<file path="config.mk">
export PLATFORM = sky130hd
export DESIGN_NAME = pipe_fifo1
export DESIGN_NICKNAME = d
export VERILOG_FILES = /design/src/rtl/pipe_fifo1_pkg.sv /design/src/rtl/pipe_fifo1_ctrl.sv /design/src/rtl/pipe_fifo1_store.sv /design/src/rtl/pipe_fifo1.sv
export SDC_FILE = /design/constraint.sdc
export NUM_CORES = 1
export LEC_CHECK = 0
export ABC_AREA = 1
export CAP_MARGIN = 20
export CORE_AREA = 8 8 45 47
export CTS_CLUSTER_DIAMETER = 60
export CTS_CLUSTER_SIZE = 14
export DETAILED_ROUTE_END_ITERATION = 8
export DIE_AREA = 0 0 53 55
export DONT_BUFFER_PORTS = 1
export GPL_ROUTABILITY_DRIVEN = 0
export GPL_TIMING_DRIVEN = 0
export PLACE_DENSITY_LB_ADDON = 0.08
export REMOVE_ABC_BUFFERS = 1
export SLEW_MARGIN = 20
export SYNTH_ARGS = -nofsm -noshare
export SYNTH_HDL_FRONTEND = slang
export SYNTH_SLANG_ARGS = --single-unit
</file>
<file path="constraint.sdc">
create_clock -name clk_i -period 1.6 [get_ports clk_i]
set_input_delay 0.16 -clock clk_i [delete_from_list [all_inputs] [get_ports clk_i]]
set_output_delay 0.16 -clock clk_i [all_outputs]
set_load 0.01 [all_outputs]
</file>
<file path="src/rtl/pipe_fifo1_pkg.sv">
package pipe_fifo1_pkg;
  typedef enum logic [1:0] {
    PF1_HOLD  = 2'd0,
    PF1_CLEAR = 2'd1,
    PF1_LOAD  = 2'd2,
    PF1_DRAIN = 2'd3
  } pf1_act_e;
endpackage

</file>
<file path="src/rtl/pipe_fifo1_ctrl.sv">
module pipe_fifo1_ctrl
  import pipe_fifo1_pkg::*;
(
  input  logic     clk_i,
  input  logic     rst_ni,
  input  logic     clear_i,
  input  logic     enq_valid_i,
  input  logic     deq_i,
  output pf1_act_e act_o,
  output logic     valid_o,
  output logic     not_full_o
);
  logic valid_q;

  // flush beats write, write (after take) beats take
  always_comb begin
    if (clear_i)          act_o = PF1_CLEAR;
    else if (enq_valid_i) act_o = PF1_LOAD;
    else if (deq_i)       act_o = PF1_DRAIN;
    else                  act_o = PF1_HOLD;
  end

  always_ff @(posedge clk_i or negedge rst_ni) begin
    if (!rst_ni) valid_q <= 1'b0;
    else begin
      unique case (act_o)
        PF1_CLEAR, PF1_DRAIN: valid_q <= 1'b0;
        PF1_LOAD:             valid_q <= 1'b1;
        default:              valid_q <= valid_q;
      endcase
    end
  end

  assign valid_o    = valid_q;
  assign not_full_o = !valid_q || deq_i;
endmodule

</file>
<file path="src/rtl/pipe_fifo1_store.sv">
module pipe_fifo1_store
  import pipe_fifo1_pkg::*;
#(
  parameter int unsigned DATA_W = 8
) (
  input  logic              clk_i,
  input  logic              rst_ni,
  input  pf1_act_e          act_i,
  input  logic              valid_i,
  input  logic [DATA_W-1:0] data_i,
  output logic [DATA_W-1:0] first_o
);
  logic [DATA_W-1:0] data_q;

  always_ff @(posedge clk_i or negedge rst_ni) begin
    if (!rst_ni)                 data_q <= '0;
    else if (act_i == PF1_CLEAR) data_q <= '0;
    else if (act_i == PF1_LOAD)  data_q <= data_i;
  end

  for (genvar b = 0; b < DATA_W; b++) begin : g_mask
    assign first_o[b] = data_q[b] & valid_i;
  end
endmodule

</file>
<file path="src/rtl/pipe_fifo1.sv">
module pipe_fifo1
  import pipe_fifo1_pkg::*;
#(
  parameter int unsigned DATA_W = 8
) (
  input  logic              clk_i,
  input  logic              rst_ni,
  input  logic              clear_i,
  input  logic              enq_valid_i,
  input  logic [DATA_W-1:0] enq_data_i,
  input  logic              deq_i,
  output logic [DATA_W-1:0] first_o,
  output logic              not_full_o,
  output logic              not_empty_o
);
  pf1_act_e act;
  logic     valid;

  pipe_fifo1_ctrl u_ctrl (
    .clk_i       (clk_i),
    .rst_ni      (rst_ni),
    .clear_i     (clear_i),
    .enq_valid_i (enq_valid_i),
    .deq_i       (deq_i),
    .act_o       (act),
    .valid_o     (valid),
    .not_full_o  (not_full_o)
  );

  pipe_fifo1_store #(.DATA_W(DATA_W)) u_store (
    .clk_i   (clk_i),
    .rst_ni  (rst_ni),
    .act_i   (act),
    .valid_i (valid),
    .data_i  (enq_data_i),
    .first_o (first_o)
  );

  assign not_empty_o = valid;
endmodule

</file>
==> impl_results.md <==
- Clk pwr share: approximately a third
- CP peak stage delay: 600 ps
- CP cell instances: nand2_1, inv_1
- Final Slew Violations: 0
- Per-cell routed wire length: 12.6 um
- CTS H-tree lvls: 1
- Nets: 88
- Reg area: roughly 230 um2
- Final setup TNS: 0 ps
- Drt drc: 0
- Final count of negative-setup-slack endpoints: 0
- Multi-input logic area: between 200 and 250 um2
- Slew margin rel.: 71.5%
- CTS tree: done
- CP endpoint kind: output pin
- All-layer global routing usage: 8.53%
- Clk_lat worst skew: 250 ps
- Slew of the pin with the lowest slew margin: 428 ps
- Vias post-DR: 422
- I/O Buffers: 0
- Post-DRT Antenna Nets: 0
- Post-DP HPWL: about 850 um
- Initial core utilization: between 30% and 40%
- DIE AREA: 2920 um2
- CTS Buffer Depth: 2
- Worst EP arrival: around 1100 ps
- Mapped cell area: 503 um2
- Die height: approximately 55 um
- TritonRoute pass-1 iters: 3
- Hold Vio Cnt, Final: 0
- Area Growth Syn to Fin: 7.46%
- Largest net degree at the start of global routing: 12
- Initial drt markers: 2
- Synthesis Warnings: 0
- CTS root buffer: clkbuf_4
- Final period util: around 77%
- Final setup skew: 0 ps
- Slowest cell on the critical path: dfrtp_1
- RSZ-0062 raised after global routing: no
- Setup WS pre-CTS: between 200 and 300 ps
- Outcome: complete, no violations
- Type of the worst setup path: reg -> out
- Psw: 0.144 mW
- Max-cap viol count: 0
- Worst-path clk slew: 60 ps
- Synth cell types: 11
- Max FO, Critical Path: 11
- CP required: about 1400 ps
- VDD IR max: 0.362 mV
- Layout cells sized above 1: 8.45%
- Int Pwr: 0.379 mW
- Io pins: 23
- Min Tclk post-route: 1220 ps
- Initial antenna violation count: 0
- CP Launch Type: register
- Comb pwr share: 15.6%
- Seq/Total Area, Yosys: 44.8%
- Yosys reg bits: 9
- Min-Delay Path Class: in -> reg
- Setup ws final: 375 ps
- CTS Sinks: 9
- Vias in the first global route: 439
- Cells after synthesis: 68
- Final wirelength: 1100 um
- Via-to-Cell Ratio: 4.85
- Antenna diodes: 0
- Sequential Power Share: 52.7%
- Fmax: 816 MHz
- Die Wd: about 53 um
- Num CTS Buffers: 3
- First-pass GRT wire length: between 1500 and 2000 um
- Cell leakage power: 0.342 nW
- Sw frac: 27.5%
- Number of placement rows: 14
- Fill count: 173
- Post-synthesis average cell area: between 7 and 8 um2
- Total gr overflow: 0
- Core ar.: approximately 1400 um2
- P per Cell Area: 967 nW/um2
-- what timing repair did --
item                                   4_1_cts  5_1_grt
buffers inserted                             0        0
endpoints found under the hold margin        9        0
gates resized for setup                      0        0
hold buffers                                 1        0
-- final timing paths --
check	from	end	slack [ps]	cells after the start
worst min register to register	u_store.data_q[6]	u_store.data_q[6]	480	2
max in group asynchronous	rst_ni	u_store.data_q[4]	1050	1
worst max register to register	u_ctrl.valid_o	u_ctrl.valid_o	760	2
worst min-delay path	enq_data_i[7]	u_store.data_q[7]	50	2
min in group asynchronous	rst_ni	u_store.data_q[5]	270	1
worst max-delay path	u_ctrl.valid_o	first_o[0]	380	2
-- cells by family (layout without fill, tap and decap cells) --
logic type	after synthesis	after routing	share of synthesized area (%)
flops	9	9	44.8
simple gates	38	38	30.3
compound gates	3	3	2.98
buf+inv	15	18	14.4
fa+ha+maj	3	3	7.46
-- sequential cells by signal, indices dropped and copies added, names as in the netlist --
name            count
u_store.data_q      8
u_ctrl.valid_o      1
-- per-layer routing --
layer	wire (um)	GRT usage [%]	vias up
met5	0	0	-
met4	19	6.47	0
met3	82	2.94	2
met2	587	15.4	14
met1	409	7.75	197
li1	-	-	209
-- Yosys cell counts (all sizes together) --
cell type / number / area share (%)
buf: 2 / 3.7
ha: 3 / 7.5
nor2: 4 / 3.0
nand2: 26 / 19
nand3: 8 / 8.0
inv: 13 / 11
dfrtp: 9 / 45
o21ai: 3 / 3.0
-- area by class of cell --
type,instances,area share (%)
Sequential cell,9,41.7
Timing Repair Buffer,1,1.85
Tap cell,16,3.70
Inverter,13,9.95
Multi-Input combinational cell,44,38.0
Clock buffer,4,4.86
-- stage by stage --
step	cells	hold slack [ps]	util, %	area [um2]	total power [mW]
global placement	82	-135	36.4	504	0.356
detailed placement	82	-135	36.4	504	0.359
floorplan	66	-136	-	484	0.339
CTS	87	41.2	39.1	541	0.535
finish	87	47.7	39.1	541	0.523
global route	87	38.0	39.1	541	0.558
-- power groups by stage --
stage / logic (mW) / clock network, mW / registers [mW]
floorplan: 0.0640 / 0 / 0.275
global placement: 0.0781 / 0 / 0.278
detailed placement: 0.0784 / 0 / 0.281
CTS: 0.0852 / 0.173 / 0.277
global route: 0.0950 / 0.182 / 0.281
finish: 0.0814 / 0.166 / 0.275
-- cells in the final DEF (no fill, tap or decap), drive strengths merged --
master	count
dfrtp	9
ha	3
nand3	8
clkbuf	4
dlygate4sd3	1
nand2	26
nor2	4
inv	13
o21ai	3
-- critical path: cells and delay by family (launching register included) --
kind / cells / cell delay [ps]
buffers and inverters: 1 / 120
flip-flops: 1 / 600
AND/OR/NAND/NOR: 1 / 100
Note: power is estimated with default switching activity, not from simulation.
